<file path="config.mk">
export PLATFORM = sky130hd
export DESIGN_NAME = wbcache_lt
export DESIGN_NICKNAME = d
export VERILOG_FILES = /design/src/rtl/wbcache_pkg.sv /design/src/rtl/wbc_tag_store.sv /design/src/rtl/wbc_data_store.sv /design/src/rtl/wbc_ctrl.sv /design/src/rtl/wbcache_lt.sv
export SDC_FILE = /design/constraint.sdc
export NUM_CORES = 2
export LEC_CHECK = 0
export ABC_AREA = 1
export BUFFER_PORTS_ARGS = -buffer_cell sky130_fd_sc_hd__buf_2
export CAP_MARGIN = 20
export CORE_MARGIN = 2
export CORE_UTILIZATION = 35
export CTS_CLUSTER_SIZE = 25
export DETAILED_ROUTE_END_ITERATION = 6
export SYNTH_ARGS = -nofsm -noshare
export SYNTH_HDL_FRONTEND = slang
export SYNTH_HIERARCHICAL = 1
export SYNTH_SLANG_ARGS = --single-unit
</file>
<file path="constraint.sdc">
create_clock -name clk -period 8.2 [get_ports clk]
set_input_delay 1.23 -clock clk [delete_from_list [all_inputs] [get_ports clk]]
set_output_delay 1.23 -clock clk [all_outputs]
set_load 0.03 [all_outputs]
</file>
<file path="src/rtl/wbcache_pkg.sv">
package wbcache_pkg;

  // controller phases
  typedef enum logic [1:0] {
    ST_IDLE  = 2'd0,
    ST_WBACK = 2'd1,
    ST_FILL  = 2'd2
  } ctl_state_t;

endpackage

</file>
<file path="src/rtl/wbc_tag_store.sv">
module wbc_tag_store #(
  parameter int LINES = 16,
  parameter int TAG_W = 4,
  localparam int IDX_W = $clog2(LINES)
) (
  input  logic             clk,
  input  logic             rst_n,
  input  logic [IDX_W-1:0] rd_idx,
  output logic             rd_valid,
  output logic             rd_dirty,
  output logic [TAG_W-1:0] rd_tag,
  input  logic             upd_en,
  input  logic [IDX_W-1:0] upd_idx,
  input  logic [TAG_W-1:0] upd_tag,
  input  logic             upd_dirty
);

  logic [LINES-1:0] valid_q, valid_d;
  logic [LINES-1:0] dirty_q, dirty_d;
  logic [TAG_W-1:0] tag_q [LINES];

  // next-state for the flag vectors
  always_comb begin
    valid_d = valid_q;
    dirty_d = dirty_q;
    if (upd_en) begin
      valid_d[upd_idx] = 1'b1;
      dirty_d[upd_idx] = upd_dirty;
    end
  end

  always_ff @(posedge clk or negedge rst_n) begin
    if (!rst_n) begin
      valid_q <= '0;
      dirty_q <= '0;
    end else begin
      valid_q <= valid_d;
      dirty_q <= dirty_d;
    end
  end

  // tag storage: one enabled register per line, no reset needed
  for (genvar g = 0; g < LINES; g++) begin : g_tag
    logic line_we;
    assign line_we = upd_en && (upd_idx == IDX_W'(g));
    always_ff @(posedge clk) begin
      if (line_we) begin
        tag_q[g] <= upd_tag;
      end
    end
  end

  assign rd_valid = valid_q[rd_idx];
  assign rd_dirty = dirty_q[rd_idx];
  assign rd_tag   = tag_q[rd_idx];

  // a modified line is always a valid one
  assert_dirty_needs_valid_R5: assert property (@(posedge clk) disable iff (!rst_n)
    ((dirty_q & ~valid_q) == '0));

endmodule

</file>
<file path="src/rtl/wbc_data_store.sv">
module wbc_data_store #(
  parameter int LINES  = 16,
  parameter int WORDS  = 4,
  parameter int DATA_W = 32,
  localparam int IDX_W = $clog2(LINES),
  localparam int OFF_W = $clog2(WORDS),
  localparam int DEPTH = LINES * WORDS
) (
  input  logic              clk,
  input  logic [IDX_W-1:0]  rd_idx,
  input  logic [OFF_W-1:0]  rd_off,
  output logic [DATA_W-1:0] rd_data,
  input  logic              wr_en,
  input  logic [IDX_W-1:0]  wr_idx,
  input  logic [OFF_W-1:0]  wr_off,
  input  logic [DATA_W-1:0] wr_data
);

  logic [DATA_W-1:0] words_q [DEPTH];

  always_ff @(posedge clk) begin
    if (wr_en) begin
      words_q[{wr_idx, wr_off}] <= wr_data;
    end
  end

  assign rd_data = words_q[{rd_idx, rd_off}];

endmodule

</file>
<file path="src/rtl/wbc_ctrl.sv">
module wbc_ctrl
  import wbcache_pkg::*;
#(
  parameter int ADDR_W = 10,
  parameter int LINES  = 16,
  parameter int WORDS  = 4,
  parameter int DATA_W = 32,
  localparam int IDX_W = $clog2(LINES),
  localparam int OFF_W = $clog2(WORDS),
  localparam int TAG_W = ADDR_W - IDX_W - OFF_W
) (
  input  logic              clk,
  input  logic              rst_n,
  // processor side
  input  logic              cpu_req,
  input  logic              cpu_we,
  input  logic [ADDR_W-1:0] cpu_addr,
  input  logic [DATA_W-1:0] cpu_wdata,
  output logic              cpu_rdy,
  output logic [DATA_W-1:0] cpu_rdata,
  // memory side
  output logic              mem_req,
  output logic              mem_we,
  output logic [ADDR_W-1:0] mem_addr,
  output logic [DATA_W-1:0] mem_wdata,
  input  logic              mem_ack,
  input  logic [DATA_W-1:0] mem_rdata,
  // tag store
  output logic [IDX_W-1:0]  tg_idx,
  input  logic              tg_valid,
  input  logic              tg_dirty,
  input  logic [TAG_W-1:0]  tg_tag,
  output logic              tg_upd_en,
  output logic [IDX_W-1:0]  tg_upd_idx,
  output logic [TAG_W-1:0]  tg_upd_tag,
  output logic              tg_upd_dirty,
  // data store
  output logic [IDX_W-1:0]  dt_rd_idx,
  output logic [OFF_W-1:0]  dt_rd_off,
  input  logic [DATA_W-1:0] dt_rd_data,
  output logic              dt_wr_en,
  output logic [IDX_W-1:0]  dt_wr_idx,
  output logic [OFF_W-1:0]  dt_wr_off,
  output logic [DATA_W-1:0] dt_wr_data
);

  localparam logic [OFF_W-1:0] LAST_BEAT = OFF_W'(WORDS - 1);

  // field split of the incoming address
  logic [OFF_W-1:0] in_off;
  logic [IDX_W-1:0] in_idx;
  logic [TAG_W-1:0] in_tag;
  assign in_off = cpu_addr[OFF_W-1:0];
  assign in_idx = cpu_addr[OFF_W +: IDX_W];
  assign in_tag = cpu_addr[ADDR_W-1 -: TAG_W];

  // registered state
  ctl_state_t        state_q, state_d;
  logic [ADDR_W-1:0] addr_q, addr_d;
  logic              we_q, we_d;
  logic [DATA_W-1:0] wdata_q, wdata_d;
  logic [OFF_W-1:0]  beat_q, beat_d;
  logic              rdy_q, rdy_d;
  logic [DATA_W-1:0] rdata_q, rdata_d;

  // fields of the request being served by a miss
  logic [OFF_W-1:0] pend_off;
  logic [IDX_W-1:0] pend_idx;
  logic [TAG_W-1:0] pend_tag;
  assign pend_off = addr_q[OFF_W-1:0];
  assign pend_idx = addr_q[OFF_W +: IDX_W];
  assign pend_tag = addr_q[ADDR_W-1 -: TAG_W];

  logic idle, lookup_hit, last_beat, beat_is_target;
  assign idle           = (state_q == ST_IDLE);
  assign lookup_hit     = tg_valid && (tg_tag == in_tag);
  assign last_beat      = (beat_q == LAST_BEAT);
  assign beat_is_target = (beat_q == pend_off);

  // store read addressing: the request in idle, the pending line otherwise
  always_comb begin
    if (idle) begin
      tg_idx    = in_idx;
      dt_rd_idx = in_idx;
      dt_rd_off = in_off;
    end else begin
      tg_idx    = pend_idx;
      dt_rd_idx = pend_idx;
      dt_rd_off = beat_q;
    end
  end

  // next-state and control
  always_comb begin
    state_d      = state_q;
    addr_d       = addr_q;
    we_d         = we_q;
    wdata_d      = wdata_q;
    beat_d       = beat_q;
    rdy_d        = 1'b0;
    rdata_d      = rdata_q;
    mem_req      = 1'b0;
    mem_we       = 1'b0;
    mem_addr     = '0;
    mem_wdata    = '0;
    tg_upd_en    = 1'b0;
    tg_upd_idx   = pend_idx;
    tg_upd_tag   = pend_tag;
    tg_upd_dirty = 1'b0;
    dt_wr_en     = 1'b0;
    dt_wr_idx    = pend_idx;
    dt_wr_off    = beat_q;
    dt_wr_data   = mem_rdata;

    unique case (state_q)
      ST_IDLE: begin
        if (cpu_req) begin
          if (lookup_hit) begin
            rdy_d   = 1'b1;
            rdata_d = dt_rd_data;
            if (cpu_we) begin
              dt_wr_en     = 1'b1;
              dt_wr_idx    = in_idx;
              dt_wr_off    = in_off;
              dt_wr_data   = cpu_wdata;
              tg_upd_en    = 1'b1;
              tg_upd_idx   = in_idx;
              tg_upd_tag   = in_tag;
              tg_upd_dirty = 1'b1;
              rdata_d      = cpu_wdata;
            end
          end else begin
            addr_d  = cpu_addr;
            we_d    = cpu_we;
            wdata_d = cpu_wdata;
            beat_d  = '0;
            state_d = (tg_valid && tg_dirty) ? ST_WBACK : ST_FILL;
          end
        end
      end

      ST_WBACK: begin
        mem_req   = 1'b1;
        mem_we    = 1'b1;
        mem_addr  = {tg_tag, pend_idx, beat_q};
        mem_wdata = dt_rd_data;
        if (mem_ack) begin
          beat_d = beat_q + OFF_W'(1);
          if (last_beat) begin
            state_d = ST_FILL;
          end
        end
      end

      ST_FILL: begin
        mem_req  = 1'b1;
        mem_addr = {pend_tag, pend_idx, beat_q};
        if (mem_ack) begin
          dt_wr_en   = 1'b1;
          dt_wr_data = (we_q && beat_is_target) ? wdata_q : mem_rdata;
          beat_d     = beat_q + OFF_W'(1);
          // early return of the requested word
          if (!we_q && beat_is_target) begin
            rdy_d   = 1'b1;
            rdata_d = mem_rdata;
          end
          if (last_beat) begin
            tg_upd_en    = 1'b1;
            tg_upd_dirty = we_q;
            state_d      = ST_IDLE;
            if (we_q) begin
              rdy_d   = 1'b1;
              rdata_d = wdata_q;
            end
          end
        end
      end

      default: state_d = ST_IDLE;
    endcase
  end

  // registers
  always_ff @(posedge clk or negedge rst_n) begin
    if (!rst_n) begin
      state_q <= ST_IDLE;
      addr_q  <= '0;
      we_q    <= 1'b0;
      wdata_q <= '0;
      beat_q  <= '0;
      rdy_q   <= 1'b0;
      rdata_q <= '0;
    end else begin
      state_q <= state_d;
      addr_q  <= addr_d;
      we_q    <= we_d;
      wdata_q <= wdata_d;
      beat_q  <= beat_d;
      rdy_q   <= rdy_d;
      rdata_q <= rdata_d;
    end
  end

  assign cpu_rdy   = rdy_q;
  assign cpu_rdata = rdata_q;

  // memory beat held stable until accepted
  assert_beat_stable_R3: assert property (@(posedge clk) disable iff (!rst_n)
    (mem_req && !mem_ack) |=> (mem_req && $stable(mem_addr) && $stable(mem_we)));

  // refill reads start only after the last copy-back beat was accepted
  assert_wback_before_fill_R6: assert property (@(posedge clk) disable iff (!rst_n)
    (mem_req && !mem_we && $past(mem_req) && $past(mem_we))
      |-> ($past(mem_ack) && ($past(beat_q) == LAST_BEAT)));

  // an early return during a fill is not followed by a second pulse
  assert_single_rdy_R9: assert property (@(posedge clk) disable iff (!rst_n)
    (!idle && cpu_rdy) |=> !cpu_rdy);

  // no completion while the victim is being copied out
  assert_no_rdy_in_wback_R6: assert property (@(posedge clk) disable iff (!rst_n)
    (state_q == ST_WBACK) |-> !cpu_rdy);

endmodule

</file>
<file path="src/rtl/wbcache_lt.sv">
module wbcache_lt #(
  parameter int ADDR_W = 10,
  parameter int LINES  = 16,
  parameter int WORDS  = 4,
  parameter int DATA_W = 32
) (
  input  logic              clk,
  input  logic              rst_n,
  input  logic              cpu_req,
  input  logic              cpu_we,
  input  logic [ADDR_W-1:0] cpu_addr,
  input  logic [DATA_W-1:0] cpu_wdata,
  output logic              cpu_rdy,
  output logic [DATA_W-1:0] cpu_rdata,
  output logic              mem_req,
  output logic              mem_we,
  output logic [ADDR_W-1:0] mem_addr,
  output logic [DATA_W-1:0] mem_wdata,
  input  logic              mem_ack,
  input  logic [DATA_W-1:0] mem_rdata
);

  localparam int IDX_W = $clog2(LINES);
  localparam int OFF_W = $clog2(WORDS);
  localparam int TAG_W = ADDR_W - IDX_W - OFF_W;

  logic [IDX_W-1:0]  tg_idx;
  logic              tg_valid, tg_dirty;
  logic [TAG_W-1:0]  tg_tag;
  logic              tg_upd_en, tg_upd_dirty;
  logic [IDX_W-1:0]  tg_upd_idx;
  logic [TAG_W-1:0]  tg_upd_tag;
  logic [IDX_W-1:0]  dt_rd_idx, dt_wr_idx;
  logic [OFF_W-1:0]  dt_rd_off, dt_wr_off;
  logic [DATA_W-1:0] dt_rd_data, dt_wr_data;
  logic              dt_wr_en;

  wbc_ctrl #(
    .ADDR_W(ADDR_W), .LINES(LINES), .WORDS(WORDS), .DATA_W(DATA_W)
  ) ctrl_i (
    .clk          (clk),
    .rst_n        (rst_n),
    .cpu_req      (cpu_req),
    .cpu_we       (cpu_we),
    .cpu_addr     (cpu_addr),
    .cpu_wdata    (cpu_wdata),
    .cpu_rdy      (cpu_rdy),
    .cpu_rdata    (cpu_rdata),
    .mem_req      (mem_req),
    .mem_we       (mem_we),
    .mem_addr     (mem_addr),
    .mem_wdata    (mem_wdata),
    .mem_ack      (mem_ack),
    .mem_rdata    (mem_rdata),
    .tg_idx       (tg_idx),
    .tg_valid     (tg_valid),
    .tg_dirty     (tg_dirty),
    .tg_tag       (tg_tag),
    .tg_upd_en    (tg_upd_en),
    .tg_upd_idx   (tg_upd_idx),
    .tg_upd_tag   (tg_upd_tag),
    .tg_upd_dirty (tg_upd_dirty),
    .dt_rd_idx    (dt_rd_idx),
    .dt_rd_off    (dt_rd_off),
    .dt_rd_data   (dt_rd_data),
    .dt_wr_en     (dt_wr_en),
    .dt_wr_idx    (dt_wr_idx),
    .dt_wr_off    (dt_wr_off),
    .dt_wr_data   (dt_wr_data)
  );

  wbc_tag_store #(
    .LINES(LINES), .TAG_W(TAG_W)
  ) tags_i (
    .clk       (clk),
    .rst_n     (rst_n),
    .rd_idx    (tg_idx),
    .rd_valid  (tg_valid),
    .rd_dirty  (tg_dirty),
    .rd_tag    (tg_tag),
    .upd_en    (tg_upd_en),
    .upd_idx   (tg_upd_idx),
    .upd_tag   (tg_upd_tag),
    .upd_dirty (tg_upd_dirty)
  );

  wbc_data_store #(
    .LINES(LINES), .WORDS(WORDS), .DATA_W(DATA_W)
  ) data_i (
    .clk     (clk),
    .rd_idx  (dt_rd_idx),
    .rd_off  (dt_rd_off),
    .rd_data (dt_rd_data),
    .wr_en   (dt_wr_en),
    .wr_idx  (dt_wr_idx),
    .wr_off  (dt_wr_off),
    .wr_data (dt_wr_data)
  );

endmodule

</file>
* Word-level counts from Yosys, hierarchy flattened
Memory sizes are Yosys's and may differ from the RTL's.
Index checks and enable logic that the tools add are counted.
W data, S select, Z words.
** Cells by class
- Add/subtract/negate cells :: 1
- Multiplexer cells :: 148
- Bitwise operators :: 2
- Equality and inequality tests :: 28
- Reductions and logical operators :: 46
- $lt $le $gt $ge :: 3
** Operators with widths (number)
- $mux W32 :: 13
- $mux W4 :: 39
- $pmux W32 S2 :: 2
- $mux W1 :: 68
- $reduce_or A4 Y1 :: 15
- $eq A4 B4 Y1 const B :: 8
- $mux W2 :: 15
- $logic_and A1 B1 Y1 :: 21
- $pmux W10 S2 :: 1
- $bwmux W16 :: 1
- $eq A4 B3 Y1 const B :: 4
- $or A16 B16 Y16 :: 1
- $lt A4 B5 Y1 const B :: 2
- $ne A2 B2 Y1 const B :: 5
- $bmux W1 S4 :: 2
- $eq A4 B2 Y1 const B :: 2
- $pmux W1 S2 :: 4
- $reduce_and A4 Y1 :: 2
- $ne A2 B1 Y1 const B :: 3
- $pmux W2 S3 :: 1
- $reduce_and A6 Y1 :: 1
- $demux W1 S4 :: 1
- $eq A2 B2 Y1 const B :: 2
- $eq A4 B1 Y1 const B :: 1
- 13 further kinds :: 14
** Word-level totals
- Memory bits (writable) :: 2112
- Output and inout port bits :: 77
- Word-level logic and storage cells :: 239
- Memories :: 2
- Input bits :: 79
- Flip-flop bits (word level) :: 112
** Memories
- data_i.words_q :: words 64, bits a word 32, read ports 1, clocked after Yosys merged registers in 0, wr ports 1, line wbc_data_store.sv:19 : logic [DATA_W-1:0] words_q [DEPTH];
- tags_i.tag_q :: words 16, bits a word 4, read ports 1, clocked after Yosys merged registers in 0, wr ports 1, line wbc_tag_store.sv:20 : logic [TAG_W-1:0] tag_q [LINES];

* Depth between registers and ports, before layout
- Depth after elaboration :: 28
- Depth in mapped cells :: 32
- Mapped depth without buffers :: 26

* By module
The synthesis kept the hierarchy.
** By module, submodules not included
- wbc_data_store :: times used 1, cells each 6756, area an instance 82196.3 um^2, seq. area each 61499.0 um^2
- wbc_ctrl :: times used 1, cells each 1100, area an instance 6582.6 um^2, seq. area each 2001.9 um^2
- wbc_tag_store :: times used 1, cells each 482, area an instance 4325.4 um^2, seq. area each 2722.6 um^2

* Worst setup path after synthesis
OpenSTA, ideal clock, no wires.
- Path type :: flip-flop to flip-flop
- Start :: reg ctrl_i.state_q[0]
- End :: mem data_i.words_q[15][0], enable pin
- Cell stages (with the launch flop) :: 28
- Setup time :: 0.421 ns
- Slack :: 2.425 ns
- Period minus slack after synthesis :: 5.775 ns
- Arrival time :: 5.354 ns
- Data required time :: 7.779 ns
- Cell sequence :: dfrtp_1 > inv_1 > ha_1 > buf_2 > clkbuf_1 > clkbuf_1 > o21ai_0 > buf_4 > buf_2 > inv_1 > buf_2 > nand3_1 > nand3_1 > nand3_1 > nand2_1 > inv_1 > nand2_1 > nand2_1 > clkinv_1 > nand3_1 > nor2_2 > nand3_2 > buf_2 > o21ai_1 > inv_1 > nor3_1 > nand2_1 > nor2_1
** Between the ends
- Elaborated cells on any way between the ends :: 19
** RTL lines
- start: declaration :: line wbc_ctrl.sv:58 : ctl_state_t state_q, state_d;
- start signal: assignment :: line wbc_ctrl.sv:194 : state_q <= state_d;
- $logic_not A2 Y1 :: line wbc_ctrl.sv:75 : assign idle = (state_q == ST_IDLE);
- $mux W4
- via dt_rd_idx[1] :: line wbcache_lt.sv:33 : logic [IDX_W-1:0] dt_rd_idx, dt_wr_idx;
- $mem_v2 Z16 W4
- via tg_tag[3] :: line wbcache_lt.sv:29 : logic [TAG_W-1:0] tg_tag;
- $eq A4 B4 Y1 :: line wbc_ctrl.sv:76 : assign lookup_hit = tg_valid && (tg_tag == in_tag);
- $logic_and A1 B1 Y1 :: line wbc_ctrl.sv:76
- $mux W4 :: line wbc_ctrl.sv:118 : if (lookup_hit) begin
- $mux W4 :: line wbc_ctrl.sv:117 : if (cpu_req) begin
- $mux W4 :: line wbc_ctrl.sv:115 : unique case (state_q)
- via dt_wr_idx[0] :: line wbcache_lt.sv:33
- end: declaration :: line wbc_data_store.sv:19
The timed path passes the listed nets, and every way through them passes these cells. The select of a mux whose other input is x is not followed.

* Final worst setup path
- Start :: reg ctrl_i.state_q[0]
- End :: out mem_wdata[18]
** Between the ends
- Cells in the longest elaborated chain, start to end :: 4
- Elaborated cells on any way between the ends :: 6
** Ends and longest elaborated chain
- $logic_not A2 Y1 :: line wbc_ctrl.sv:75
- $mux W2 :: line wbc_ctrl.sv:82 : if (idle) begin
- via dt_rd_off[0] :: line wbcache_lt.sv:34 : logic [OFF_W-1:0] dt_rd_off, dt_wr_off;
- $mem_v2 Z64 W32
- via dt_rd_data[18] :: line wbcache_lt.sv:35 : logic [DATA_W-1:0] dt_rd_data, dt_wr_data;
- $mux W32 :: line wbc_ctrl.sv:115
- end: declaration :: line wbcache_lt.sv:18 : output logic [DATA_W-1:0] mem_wdata,
The timed path passes the listed nets, and every way through them passes these cells.

==> results.txt <==
Fin. Hold Viols -> 0
FMAX -> 135 MHz
Post-CTS Setup Inserts -> 0
CTS tree -> yes
clock latency on the worst-skew pair -> 0.91 ns
power per cell area -> 409 mW/mm²
Final period util -> 90.3%
ys async rst share -> 5.04%
HP Class -> input pin to asynchronous set/reset pin
gr ovfl total -> 0
Clock Path Buffers -> 3
Pre-antenna DRT Iters -> 6
die span in x -> 520 µm
static leakage -> 38.7 nW
initial antenna violation count -> 16
CP cell instances -> inv_1, ha_2, buf_4, o21ai_4, buf_12, buf_4, nand2_1, nand3_1, nand3_1, nand3_1, nand3_1, nand2_1, nand2_1, nand2_1, nand2_1, inv_1, buf_2
vias per cell -> 5.40
max-cap viol count -> 0
most frequent cells in the layout -> nand2_1, edfxtp_1, nand3_1
slowest CP cell -> o21ai_4
I/O pins -> 156
most common cell after layout, fill and taps aside -> nand2_1
first-pass GRT wire length -> 429 mm
Tmin final -> 7.40 ns
synthesized area per cell -> 11.2 µm²
Warnings, synthesis -> 6
commonest register cell after synthesis -> edfxtp_1
worst setup path class -> flip-flop to output pin
Critical Path Fanout Max -> 108
Sw Ratio -> 44.7%
area share of the largest cell type after synthesis -> 68.1%
Comb pwr share -> 43.1%
Post-synth EDFFs -> 2,112
RSZ-0062 raised after global routing -> false
Setup crit end kind -> output pin
drt wl/cell -> 24.6 µm
Num Clock Sinks -> 2,224
post-route ant nets -> 0
R2R cell count -> 23
Synth area leader -> edfxtp_1
clk root buf -> clkbuf_16
post-layout util -> 39.8%
Fillers -> 25,063
initial core utilization -> 35.2%
relative slew slack -> 20.5%
Post-Synthesis Cells -> 8,338
share of layout cells above drive strength 1 -> 9.16%
clock power share -> 22.9%
Slew Limit Fails -> 0
Max H-tree Level -> 4
post-CTS sizing -> 0
area grow syn2layout -> 13.1%
Sw Pwr -> 19.2 mW
core area -> 0.265 mm²
ranking of synthesized cells by area -> edfxtp_1, nand3_1, nand2_1
worst slew pin tran -> 1.19 ns
endpoints failing setup -> 0
FP Rows -> 189
Remaining DRCs -> 0
CTS Buf Count -> 218
met2 Use GR -> 32.7%
synthesized cell area -> 0.0931 mm²
Data required, critical path -> 6.97 ns
hold buffer count at CTS -> 0
DP HPWL -> 177 mm
largest net degree at the start of global routing -> 168
Hold Worst Slack -> 0.370 ns
register area share after synthesis -> 71.1%
Setup TNS Final -> 0 ns
vias in the first global route -> 61,186
Final Skew -> 0.133 ns
CP Launch Type -> flip-flop
Peak VDD IR -> 0.000393 V
status -> finished clean
Pint -> 23.8 mW
Non-Filler Instances -> 12,114
most frequent CP cell -> nand2_1
DP Cell Count -> 11,702
Worst-path clk slew -> 0.06 ns
flops & latches, synth -> 2,224
Yosys cell types -> 31
final net count -> 8,472
Crit path arrival time -> 6.17 ns
Post-Syn Nets -> 8,421
met3 usage -> 4.61%
die outline area -> 0.270 mm²
met1 GRT Util -> 29.6%
Total Wirelength -> 298 mm
port bufs -> 155
power share of the sequential group -> 34.0%
crit-path max cell delay -> 0.94 ns
Most Crowded Layer GR -> met2
chip height -> 520 µm
Via Count -> 65,394
DR iter-0 viols -> 9,186
Placer Congestion -> 0.924
total track usage -> 21.4%
per-layer routing:
layer,wire length [µm],share of wire [%]
met1,119000,40
met2,133000,45
met3,31900,11
met4,13600,4.6
met5,13,0.0044
cells in the mapped netlist (2+ instances only):
cell,count
inv_2,8
a21oi_1,106
buf_4,49
nor3_1,10
buf_6,23
nor2_1,141
clkbuf_1,114
dfrtp_1,112
xnor2_2,2
ha_1,4
inv_1,301
or2_2,2
buf_2,295
buf_1,62
buf_8,2
clkinv_1,3
nand3b_1,18
nand3_2,2
o21ai_1,39
nand3_1,2081
edfxtp_1,2112
nand4_1,43
a211oi_1,12
o21ai_0,49
nand2_1,2742
stage by stage:
step           setup WS, ns  instance area (µm²)  total power [mW]
6_report              0.798               105000              43.0
4_1_cts               0.958               105000              42.7
5_1_grt               0.675               105000              44.6
3_5_place_dp           1.38                98300              32.9
3_3_place_gp           1.29                98300              32.8
2_1_floorplan          2.42                93100              25.1
registers in the layout (all words and copies together), names as in the netlist:
register / cells
ctrl_i/addr_q: 10
ctrl_i/beat_q: 2
ctrl_i/cpu_rdata: 32
ctrl_i/cpu_rdy: 1
ctrl_i/state_q: 2
ctrl_i/wdata_q: 32
ctrl_i/we_q: 1
data_i/words_q: 2048
tags_i/dirty_q: 16
tags_i/tag_q: 64
tags_i/valid_q: 16
cell type report:
| type | count | area [µm²] | area share [%] |
|---|---|---|---|
| Timing Repair Buffer | 376 | 2950 | 2.80 |
| Antenna cell | 8 | 20.0 | 0.0190 |
| Multi-Input combinational cell | 5256 | 23500 | 22.3 |
| Tap cell | 3533 | 4420 | 4.20 |
| Clock inverter | 125 | 1270 | 1.21 |
| Clock buffer | 279 | 5730 | 5.44 |
| Sequential cell | 2224 | 66200 | 62.9 |
| Inverter | 313 | 1210 | 1.15 |
cell families after synthesis:
kind of cell	synth area share, %
simple gates	23.4
flops	71.1
buf+inv	4.27
compound gates	1.17
fa+ha+maj	0.0538
xor+xnor	0.0349
critical path: cells and delay by family, from the launching register on:
family	cells	cell delay, ns
buffers and inverters	6	2.01
and+or+nand+nor	9	1.48
adders and majority gates	1	0.29
AOI/OAI and AO/OA	1	0.94
DFF	1	0.37
power by group through the flow:
stage          Sequential, mW  Combinational (mW)  Clock [mW]
6_report                 14.6                18.6        9.85
3_5_place_dp             14.9                18.1           0
2_1_floorplan            15.1                10.0           0
3_3_place_gp             14.8                18.0           0
4_1_cts                  14.6                18.1        9.97
5_1_grt                  14.7                19.6        10.4
final timing paths:
path	startpoint	endpoint	slack [ns]
min	rst_n	ctrl_i/wdata_q[19]	0.37
max	ctrl_i/state_q[0]	mem_wdata[18]	0.80
max reg2reg	ctrl_i/state_q[0]	data_i/words_q[53][24]	1.64
min reg2reg	tags_i/valid_q[2]	tags_i/valid_q[2]	0.46
max in group asynchronous	rst_n	tags_i/dirty_q[9]	6.35
min in group clk	tags_i/valid_q[2]	tags_i/valid_q[2]	0.46
(Power assumes the default switching activity.)
